===== config.mk =====
export PLATFORM = sky130hd
export DESIGN_NAME = vmaint_gen
export DESIGN_NICKNAME = d
export VERILOG_FILES = /design/src/rtl/vmaint_pkg.sv /design/src/rtl/vmaint_lr_scan.sv /design/src/rtl/vmaint_miss_ctr.sv /design/src/rtl/vmaint_cause.sv /design/src/rtl/vmaint_gen.sv
export SDC_FILE = /design/constraint.sdc
export NUM_CORES = 1
export LEC_CHECK = 0
export ABC_AREA = 1
export CORE_MARGIN = 5
export CORE_UTILIZATION = 40
export CTS_CLUSTER_DIAMETER = 120
export CTS_CLUSTER_SIZE = 20
export DETAILED_ROUTE_END_ITERATION = 8
export PLACE_DENSITY = 0.76
export SLEW_MARGIN = 10
export SYNTH_ARGS = -nofsm -noshare
export SYNTH_HDL_FRONTEND = slang
export SYNTH_HIERARCHICAL = 1
export SYNTH_SLANG_ARGS = --single-unit
export TNS_END_PERCENT = 10

===== constraint.sdc =====
create_clock -name clk -period 1.7 [get_ports clk]
set_clock_uncertainty 0.1 [all_clocks]
set_input_delay 0.34 -clock clk [delete_from_list [all_inputs] [get_ports clk]]
set_output_delay 0.34 -clock clk [all_outputs]
set_load 0.01 [all_outputs]

===== src/rtl/vmaint_pkg.sv =====
package vmaint_pkg;
  localparam int CAUSE_W  = 8;
  localparam int C_LEOI   = 0;
  localparam int C_UFLOW  = 1;
  localparam int C_NOPEND = 2;
  localparam int C_MISS   = 3;
  localparam int C_G0ON   = 4;
  localparam int C_G0OFF  = 5;
  localparam int C_G1ON   = 6;
  localparam int C_G1OFF  = 7;

  typedef enum logic [1:0] {
    LR_FREE    = 2'b00,
    LR_PEND    = 2'b01,
    LR_ACT     = 2'b10,
    LR_ACTPEND = 2'b11
  } lr_state_e;
endpackage


===== src/rtl/vmaint_lr_scan.sv =====
module vmaint_lr_scan
  import vmaint_pkg::*;
#(
  parameter int NUM_LR = 4
) (
  input  logic [2*NUM_LR-1:0] lr_state,
  input  logic [NUM_LR-1:0]   lr_hw,
  input  logic [NUM_LR-1:0]   lr_eoi_req,
  output logic [NUM_LR-1:0]   free_v,
  output logic [NUM_LR-1:0]   eoi_v,
  output logic                none_pend,
  output logic                few_valid,
  output logic                any_eoi
);
  localparam int CNT_W = $clog2(NUM_LR + 1);

  logic [NUM_LR-1:0] pend_v;
  logic [CNT_W-1:0]  valid_cnt;

  for (genvar i = 0; i < NUM_LR; i++) begin : g_entry
    assign free_v[i] = (lr_state[2*i +: 2] == LR_FREE);
    assign pend_v[i] = (lr_state[2*i +: 2] == LR_PEND);
    assign eoi_v[i]  = free_v[i] & ~lr_hw[i] & lr_eoi_req[i];
  end

  always_comb begin
    valid_cnt = '0;
    for (int k = 0; k < NUM_LR; k++) begin
      valid_cnt = valid_cnt + CNT_W'(~free_v[k]);
    end
  end

  assign none_pend = ~|pend_v;
  assign few_valid = (valid_cnt < CNT_W'(2));
  assign any_eoi   = |eoi_v;
endmodule


===== src/rtl/vmaint_miss_ctr.sv =====
module vmaint_miss_ctr #(
  parameter int CNT_W = 5
) (
  input  logic clk,
  input  logic rst,
  input  logic miss,
  input  logic clr,
  output logic nonzero
);
  localparam logic [CNT_W-1:0] CNT_MAX = {CNT_W{1'b1}};

  logic [CNT_W-1:0] cnt;

  always_ff @(posedge clk) begin
    if (rst || clr) begin
      cnt <= '0;
    end else if (miss && cnt != CNT_MAX) begin
      cnt <= cnt + 1'b1;
    end
  end

  assign nonzero = |cnt;
endmodule


===== src/rtl/vmaint_cause.sv =====
module vmaint_cause
  import vmaint_pkg::*;
(
  input  logic               clk,
  input  logic               rst,
  input  logic               glb_en,
  input  logic [CAUSE_W-1:0] cause_en,
  input  logic [CAUSE_W-1:0] raw,
  output logic [CAUSE_W-1:0] cause_stat,
  output logic               maint_irq
);
  logic [CAUSE_W-1:0] gated;

  assign gated = glb_en ? (raw & cause_en) : '0;

  always_ff @(posedge clk) begin
    if (rst) begin
      cause_stat <= '0;
      maint_irq  <= 1'b0;
    end else begin
      cause_stat <= gated;
      maint_irq  <= |gated;
    end
  end
endmodule


===== src/rtl/vmaint_gen.sv =====
module vmaint_gen
  import vmaint_pkg::*;
#(
  parameter int NUM_LR  = 4,
  parameter int MISS_W  = 5
) (
  input  logic                clk,
  input  logic                rst,
  input  logic                glb_en,
  input  logic [7:0]          cause_en,
  input  logic                grp0_en,
  input  logic                grp1_en,
  input  logic [2*NUM_LR-1:0] lr_state,
  input  logic [NUM_LR-1:0]   lr_hw,
  input  logic [NUM_LR-1:0]   lr_eoi_req,
  input  logic                eoi_miss,
  input  logic                miss_clr,
  output logic                maint_irq,
  output logic [7:0]          cause_stat,
  output logic [NUM_LR-1:0]   empty_map,
  output logic [NUM_LR-1:0]   eoi_map
);
  logic [NUM_LR-1:0]  free_v;
  logic [NUM_LR-1:0]  eoi_v;
  logic               none_pend;
  logic               few_valid;
  logic               any_eoi;
  logic               miss_nz;
  logic [CAUSE_W-1:0] raw;

  vmaint_lr_scan #(.NUM_LR(NUM_LR)) u_scan (
    .lr_state   (lr_state),
    .lr_hw      (lr_hw),
    .lr_eoi_req (lr_eoi_req),
    .free_v     (free_v),
    .eoi_v      (eoi_v),
    .none_pend  (none_pend),
    .few_valid  (few_valid),
    .any_eoi    (any_eoi)
  );

  vmaint_miss_ctr #(.CNT_W(MISS_W)) u_miss (
    .clk     (clk),
    .rst     (rst),
    .miss    (eoi_miss),
    .clr     (miss_clr),
    .nonzero (miss_nz)
  );

  always_comb begin
    raw           = '0;
    raw[C_LEOI]   = any_eoi;
    raw[C_UFLOW]  = few_valid;
    raw[C_NOPEND] = none_pend;
    raw[C_MISS]   = miss_nz;
    raw[C_G0ON]   = grp0_en;
    raw[C_G0OFF]  = ~grp0_en;
    raw[C_G1ON]   = grp1_en;
    raw[C_G1OFF]  = ~grp1_en;
  end

  vmaint_cause u_cause (
    .clk        (clk),
    .rst        (rst),
    .glb_en     (glb_en),
    .cause_en   (cause_en),
    .raw        (raw),
    .cause_stat (cause_stat),
    .maint_irq  (maint_irq)
  );

  always_ff @(posedge clk) begin
    if (rst) begin
      empty_map <= '0;
      eoi_map   <= '0;
    end else begin
      empty_map <= free_v;
      eoi_map   <= eoi_v;
    end
  end
endmodule


==> results of run 1 <==
[worst paths after layout]
path / startpoint / endpoint / slack [ps] / depth (start not counted)
max: u_cause/cause_stat[1] / cause_stat[1] / 70 / 1
min: u_miss/cnt[0] / u_miss/cnt[0] / 380 / 1
max reg2reg: u_miss/cnt[0] / u_miss/cnt[2] / 160 / 10
min reg2reg: u_miss/cnt[0] / u_miss/cnt[0] / 380 / 1
[timing repair]
item,CTS,global route
resized for setup,3,2
endpoints found under the hold margin,0,0
pin swaps,1,3
setup endpoints to repair,1,4
setup buffers,1,0
[state kept, by name, summed over array words and instances (netlist names)]
register / flops
u_miss/cnt: 5
empty_map: 4
eoi_map: 4
u_cause/maint_irq: 1
u_cause/cause_stat: 8
[cell families after synthesis]
family                   Yosys count  synth area share, %
flip-flops                        22                 42.6
adder cells (fa/ha/maj)            4                 4.84
XOR/XNOR                           1                0.848
AO/OA/AOI/OAI                      9                 4.84
AND/OR/NAND/NOR                   69                 31.8
buffers and inverters             37                 15.0
[routing by layer]
layer,vias to the layer above,routed length [µm]
met3,2,143
li1,532,-
met2,33,1270
met5,-,0
met1,434,882
met4,0,26
[synth_stat cells]
master / count / area, µm²
nor2_1: 32 / 120
inv_1: 30 / 113
dfxtp_1: 22 / 440
nand2_1: 19 / 71.3
nand3_2: 6 / 60.1
nand3_1: 5 / 25.0
ha_1: 4 / 50.1
inv_2: 4 / 15.0
nor2_2: 3 / 18.8
o21ai_1: 3 / 15.0
a21oi_1: 2 / 10.0
buf_6: 2 / 22.5
nor2_4: 2 / 22.5
o21ai_0: 2 / 10.0
a21oi_2: 1 / 8.76
buf_2: 1 / 5.00
nand2_2: 1 / 6.26
nor3_1: 1 / 5.00
o22ai_1: 1 / 6.26
xnor2_1: 1 / 8.76
[power by group]
part           switching [mW]  internal, mW  total, mW  leakage (nW)
clock network           0.149         0.131      0.280        0.0210
logic                  0.0874         0.124      0.212         0.555
registers             0.00589         0.531      0.537         0.180
total                   0.242         0.786       1.03         0.755
[final cells by class]
type | instances | share of cell area [%]
Clock buffer | 4 | 2.23
Inverter | 34 | 7.85
Multi-Input combinational cell | 83 | 26.9
Sequential cell | 22 | 27.2
Tap cell | 30 | 2.31
Timing Repair Buffer | 57 | 33.5
==> flow_metrics.py, run 1 <==
metrics = {
    "status": {
        "status": "completed",
    },
    "logic_synthesis": {
        "syn_area_per_cell_um2": 7.28,
        "syn_area_um2": 1030,
        "syn-num-nets": 177,
        "yosysWarnings": 6,
        "synthCells": 142,
        "ys_seq_area_share_pct": 42.6,
        "synth_cell_types": 20,
        "yosys_register_bits": 22,
    },
    "global_routing": {
        "grt_pass1_wl_um": 4020,
        "antenna_found_initial": 0,
        "gr-usage-met1_pct": 16.0,
        "overflow": 0,
        "use_met3_pct": 1.70,
        "grt-busiest-layer": "met2",
        "gr-usage-all-layers_pct": 14.3,
        "grt_start_max_net_pins": 18,
        "grt_use_met2_pct": 26.7,
        "first_global_vias": 1009,
    },
    "routing": {
        "drt-total-wl_um": 2330,
        "drt_iter0_drc": 19,
        "drcViolationCount": 0,
        "ant_nets": 0,
        "routed_via_density": 4.35,
        "dr.pass1.iters": 4,
        "wl_per_cell_um": 10.1,
        "vias": 1001,
    },
    "placement": {
        "numPortBuffers": 47,
        "dp.cells": 225,
        "pre_cts_slack_ps": -359,
        "gp_congestion": 0.804,
        "placed_cell_area_um2": 1580,
        "place_hpwl_um": 1980,
    },
    "cells_and_area": {
        "finalNonFillerCells": 230,
        "n_antenna_cell": 0,
        "final_nets": 236,
        "final_area_um2": 1630,
        "area_growth_pct": 57.3,
        "fin_util_pct": 65.6,
        "multi_input_area_um2": 438,
        "n_fill_cell": 214,
        "final_cell_mix": "clkdlybuf4s50_1, nor2_1, inv_1",
        "final_common_cell": "clkdlybuf4s50_1",
        "seq_area_um2": 442,
        "drive_gt1_share_pct": 16.0,
    },
    "timing": {
        "setup_violations": 0,
        "tightest_slew_ps": 186,
        "max_freq_mhz": 615,
        "fin_ws_ps": 73.5,
        "finalMaxSlewViolations": 0,
        "finalHoldViolCount": 0,
        "slew_headroom_pct": 87.6,
        "fin_crit_sh_pct": 95.7,
        "fin_crit_ps": 1630,
        "whs_ps": 375,
        "rsz0062_at_grt": "false",
        "tns_ps": 0,
    },
    "critical_path": {
        "cp-start-kind": "flip-flop",
        "cp.arrival_ps": 1190,
        "slowest_delay_ps": 550,
        "crit_type": "reg2out",
        "crit_required_ps": 1260,
        "worstPathMaxFanout": 1,
        "crit_path_end_kind": "output pin",
        "cp_cell_sequence": "clkdlybuf4s50_1",
        "crit_buf_inv": 1,
        "cpMaxStageDelayCell": "clkdlybuf4s50_1",
        "path_delay_family": "buffers and inverters",
    },
    "die": {
        "die_h_um": 60.8,
        "die_w_um": 60.8,
        "num_rows": 18,
        "io_pins": 48,
        "die_area_um2": 3700,
        "start_util_pct": 41.7,
        "core-area_um2": 2480,
    },
    "clocking": {
        "cts_buffers": 3,
        "clock-root-buffer": "clkbuf_4",
        "insertion_delay_ps": 300,
        "hold_buffers": 0,
        "cts_tree": "done",
        "htree_levels": 1,
        "cts.path.max_buffers": 2,
        "clock_sinks": 22,
        "path_clk_slew_ps": 110,
    },
    "hold_path": {
        "hold_path_class": "reg2reg",
    },
    "power_and_ir_drop": {
        "p_per_area_nw_per_um2": 633,
        "total_power_mw": 1.03,
        "p_leak_nw": 0.755,
        "vdd_drop_max_uv": 442,
    },
    "flow_run": {
        "maxCapViolCount": 0,
    },
}
No activity file was read; power rests on OpenSTA's default activity.
==> run 2, diff against run 1 <==
--- a/config.mk
+++ b/config.mk
@@ -12,6 +12,7 @@
 export CTS_CLUSTER_SIZE = 20
 export DETAILED_ROUTE_END_ITERATION = 8
 export PLACE_DENSITY = 0.76
+export SKIP_LAST_GASP = 1
 export SLEW_MARGIN = 10
 export SYNTH_ARGS = -nofsm -noshare
 export SYNTH_HDL_FRONTEND = slang
==> run 2 against run 1 <==
  * Utilization is 0.050 points lower
  * Cell area hardly changed
  * Sequential power hardly changed
  * Via count stayed put
  * Maximum frequency stayed put
  * Critical path type unchanged
==> flow_metrics.py, run 2 (same netlist as run 1, synthesis figures left out) <==
metrics = {
    "status": {
        "status": "completed",
    },
    "critical_path": {
        "cpMaxStageDelayCell": "clkdlybuf4s50_1",
        "startpoint": "u_cause/cause_stat[1]",
        "r2r-start": "u_miss/cnt[0]",
        "cp.depth": 1,
        "crit_path_end_kind": "output pin",
        "timing.rr.end": "u_miss/cnt[2]",
        "crit_type": "reg2out",
        "cp-start-kind": "flip-flop",
        "worstPathMaxFanout": 1,
        "ff2ff_path_depth": 10,
        "cp.arrival_ps": 1190,
        "slowest_delay_ps": 550,
        "crit_buf_inv": 1,
        "cp_cell_sequence": "clkdlybuf4s50_1",
        "rrSetupSlack_ps": 100,
        "path_delay_family": "buffers and inverters",
        "crit_required_ps": 1260,
    },
    "die": {
        "start_util_pct": 41.7,
        "core-area_um2": 2480,
        "die_h_um": 60.8,
        "io_pins": 48,
        "die_area_um2": 3700,
        "die_w_um": 60.8,
        "num_rows": 18,
    },
    "hold_path": {
        "hp-start": "lr_state[1]",
        "hold_path_class": "in2reg",
        "min_to": "eoi_map[0]",
        "hold_path_depth": 7,
    },
    "global_routing": {
        "gr-usage-all-layers_pct": 14.3,
        "overflow": 0,
        "grt_start_max_net_pins": 18,
        "grt_pass1_wl_um": 4020,
        "first_global_vias": 1009,
        "antenna_found_initial": 0,
    },
    "placement": {
        "numPortBuffers": 47,
        "dp.cells": 225,
        "pre_cts_slack_ps": -359,
        "gp_congestion": 0.804,
        "place_hpwl_um": 1980,
    },
    "clocking": {
        "hold_buffers": 0,
        "path_clk_slew_ps": 110,
        "cts_buffers": 3,
        "clock_sinks": 22,
        "insertion_delay_ps": 300,
        "htree_levels": 1,
        "cts.path.max_buffers": 2,
        "clock-root-buffer": "clkbuf_4",
        "cts_tree": "done",
    },
    "cells_and_area": {
        "area_growth_pct": 57.1,
        "regMostFlops": "u_cause/cause_stat",
        "multi_input_area_um2": 438,
        "finalNonFillerCells": 230,
        "top_regs": "u_cause/cause_stat x8, u_miss/cnt x5",
        "final_nets": 236,
        "seq_area_um2": 440,
        "drive_gt1_share_pct": 15.5,
        "largest_register_ffs": 8,
        "n_antenna_cell": 0,
        "final_common_cell": "clkdlybuf4s50_1",
        "final_cell_mix": "clkdlybuf4s50_1, nor2_1, inv_1",
        "n_fill_cell": 215,
    },
    "timing": {
        "finalHoldViolCount": 0,
        "max_freq_mhz": 615,
        "fin_crit_sh_pct": 95.7,
        "fin_crit_ps": 1630,
        "tightest_slew_ps": 186,
        "tns_ps": 0,
        "setup_violations": 0,
        "finalMaxSlewViolations": 0,
        "fin_ws_ps": 73.5,
        "rsz0062_at_grt": "true",
        "slew_headroom_pct": 87.6,
    },
    "flow_run": {
        "maxCapViolCount": 0,
    },
    "routing": {
        "vias": 1001,
        "ant_nets": 0,
        "wl_per_cell_um": 10.1,
        "drt_iter0_drc": 19,
        "dr.pass1.iters": 4,
        "routed_via_density": 4.35,
        "drt-total-wl_um": 2330,
        "drcViolationCount": 0,
    },
    "power_and_ir_drop": {
        "p_leak_nw": 0.755,
        "p_per_area_nw_per_um2": 633,
        "total_power_mw": 1.03,
        "vdd_drop_max_uv": 442,
    },
}
==> run 2: cell counts in the layout (fill, tap and decap cells not counted) <==
No cell type changed its count.
==> run 2: worst max path at each step <==
stage               slack [ps]                end
global route               -40      u_miss/cnt[2]
CTS                         10  u_cause/maint_irq
floorplan                  170  u_cause/maint_irq
finish                      70      cause_stat[1]
detailed placement        -360  u_cause/maint_irq
global placement          -320  u_cause/maint_irq
==> run 2: power by group <==
part,internal (mW),total [mW],leakage [nW],switching [mW]
clock,0.131,0.280,0.0210,0.149
combinational,0.124,0.212,0.555,0.0874
sequential,0.531,0.537,0.179,0.00589
==> run 2: layout make-up <==
| type | count | area share (%) |
|---|---|---|
| Inverter | 34 | 7.86 |
| Clock buffer | 4 | 2.23 |
| Tap cell | 30 | 2.31 |
| Timing Repair Buffer | 57 | 33.5 |
| Sequential cell | 22 | 27.1 |
| Multi-Input combinational cell | 83 | 27.0 |
==> run 2: metrics by stage <==
step           hold slack (ps)  util, %  cell area [µm²]
3_3_place_gp               379     63.8             1580
3_5_place_dp               397     63.8             1580
2_1_floorplan              361        -             1030
4_1_cts                    422     65.5             1620
5_1_grt                    431     65.6             1620
6_report                   400     65.6             1620
==> run 2: timing repair <==
action / CTS / global route
endpoints found under the setup margin: 1 / 4
endpoints found under the hold margin: 0 / 0
resized for setup: 3 / 1
pin swaps: 1 / 3
buffers inserted: 1 / 0
==> run 2: layer usage <==
layer | share of wire, % | track usage [%] | routed length [µm] | vias to the layer above
met5 | 0 | 0 | 0 | -
met4 | 1.1 | 6.50 | 26 | 0
met3 | 6.1 | 1.70 | 143 | 2
met2 | 55 | 26.7 | 1270 | 33
met1 | 38 | 16.0 | 882 | 434
li1 | - | - | - | 532
==> run 3, diff against run 2 <==
--- a/config.mk
+++ b/config.mk
@@ -11,6 +11,8 @@
 export CTS_CLUSTER_DIAMETER = 120
 export CTS_CLUSTER_SIZE = 20
 export DETAILED_ROUTE_END_ITERATION = 8
+export GPL_TIMING_DRIVEN = 0
+export HOLD_SLACK_MARGIN = 0.05
 export PLACE_DENSITY = 0.76
 export SKIP_LAST_GASP = 1
 export SLEW_MARGIN = 10
==> run 3 against run 2 <==
  * Setup slack better by 12 ps
  * Combinational power is 4% lower
  * Hold slack got worse by 220 ps
  * First-iteration DRC count is 16% lower
  * Final cell count is 2.2% lower
  * Maximum frequency grew 0.73%
  * Sequential cell count stayed put
  * Register-to-register slack better by 70 ps
  * Count of clock-buffer cells in the layout is 1 lower
  * Sequential share of layout area increased by 0.61 points
  * Utilization shrank 0.71 points
  * Highest routed layer unchanged
==> flow_metrics.py, run 3 (same netlist as run 1, synthesis figures left out) <==
metrics = {
    "global_routing": {
        "gr-usage-all-layers_pct": 14.1,
        "first_global_vias": 992,
        "grt_start_max_net_pins": 14,
        "antenna_found_initial": 0,
        "grt_pass1_wl_um": 3920,
        "overflow": 0,
    },
    "critical_path": {
        "cp.arrival_ps": 1170,
        "cpMaxStageDelayCell": "clkdlybuf4s50_1",
        "path_delay_family": "buffers and inverters",
        "cp-start-kind": "flip-flop",
        "crit_buf_inv": 1,
        "rrSetupSlack_ps": 170,
        "worstPathMaxFanout": 1,
        "cp_cell_sequence": "clkdlybuf4s50_1",
        "crit_required_ps": 1260,
        "crit_path_end_kind": "output pin",
        "crit_type": "reg2out",
        "slowest_delay_ps": 540,
    },
    "timing": {
        "slew_headroom_pct": 86.6,
        "setup_violations": 0,
        "finalMaxSlewViolations": 0,
        "whs_ps": 182,
        "fin_crit_sh_pct": 95.0,
        "finalHoldViolCount": 0,
        "max_freq_mhz": 619,
        "rsz0062_at_grt": "true",
        "fin_crit_ps": 1610,
        "tightest_slew_ps": 200,
    },
    "power_and_ir_drop": {
        "p_leak_nw": 0.733,
        "total_power_mw": 1.13,
        "p_per_area_nw_per_um2": 706,
        "vdd_drop_max_uv": 351,
    },
    "clocking": {
        "clock_sinks": 22,
        "htree_levels": 1,
        "path_clk_slew_ps": 120,
        "hold_buffers": 0,
        "clock-root-buffer": "clkbuf_4",
        "cts.path.max_buffers": 2,
        "insertion_delay_ps": 300,
        "cts_tree": "done",
        "cts_buffers": 3,
    },
    "cells_and_area": {
        "final_common_cell": "clkdlybuf4s50_1",
        "n_fill_cell": 229,
        "fin_util_pct": 64.8,
        "final_cell_mix": "clkdlybuf4s50_1, nor2_1, inv_1",
        "final_nets": 231,
        "drive_gt1_share_pct": 14.9,
        "seq_area_um2": 445,
        "top_regs": "u_cause/cause_stat x8, u_miss/cnt x5",
        "multi_input_area_um2": 438,
        "largest_register_ffs": 8,
        "n_antenna_cell": 0,
        "area_growth_pct": 55.4,
        "regMostFlops": "u_cause/cause_stat",
    },
    "routing": {
        "drcViolationCount": 0,
        "routed_via_density": 4.33,
        "drt_iter0_drc": 16,
        "wl_per_cell_um": 10.3,
        "ant_nets": 0,
        "drt-total-wl_um": 2320,
        "dr.pass1.iters": 2,
        "vias": 974,
    },
    "flow_run": {
        "maxCapViolCount": 0,
    },
    "hold_path": {
        "hold_path_class": "in2reg",
    },
    "placement": {
        "place_hpwl_um": 1990,
        "gp_congestion": 0.802,
        "numPortBuffers": 46,
    },
    "die": {
        "start_util_pct": 41.7,
        "core-area_um2": 2480,
        "die_h_um": 60.8,
        "die_w_um": 60.8,
        "io_pins": 48,
        "num_rows": 18,
        "die_area_um2": 3700,
    },
    "status": {
        "status": "completed",
    },
}
## run 3: cell type report
type                    instances  area share (%)
clock inverters                 1            1.87
inverters                      34            7.94
well taps                      30            2.34
clock buffers                   3            1.40
plain buffers                   3            1.71
repair buffers                 49            29.8
multi-input cells              83            27.3
flip-flops and latches         22            27.7
## run 3: metrics by stage
step	setup slack [ps]	std cells	cell area (µm²)	TNS, ps
after floorplan	169	142	1030	0
after global placement	-425	218	1530	-709
after detailed placement	-453	218	1530	-768
after CTS	55.6	224	1590	0
after global routing	-15.9	225	1610	-25.9
final	85.4	225	1610	0
## run 3: timing repair
action,in CTS,in global routing
pin swaps,2,2
gates resized for setup,4,3
buffers inserted,2,1
setup endpoints to repair,1,4
## run 3: routing by layer
layer,GRT usage [%],part of all wire (%)
met4,6.50,0.95
met1,16.3,39
met2,25.5,55
met3,1.91,4.8
met5,0,0
## run 3: path summary, 6_finish.rpt
check	start	endpoint	cells after the start
worst max-delay path	empty_map[0]	empty_map[0]	1
worst min-delay path	glb_en	u_cause/cause_stat[5]	3
worst max register to register	u_miss/cnt[0]	u_miss/cnt[2]	10
worst min register to register	u_miss/cnt[0]	u_miss/cnt[0]	1
## run 3: report_power, final
| group | switching, mW | leakage (nW) | total (mW) | internal, mW |
|---|---|---|---|---|
| sequential | 0.00586 | 0.180 | 0.536 | 0.530 |
| clock | 0.157 | 0.0279 | 0.395 | 0.238 |
| combinational | 0.0868 | 0.525 | 0.204 | 0.117 |
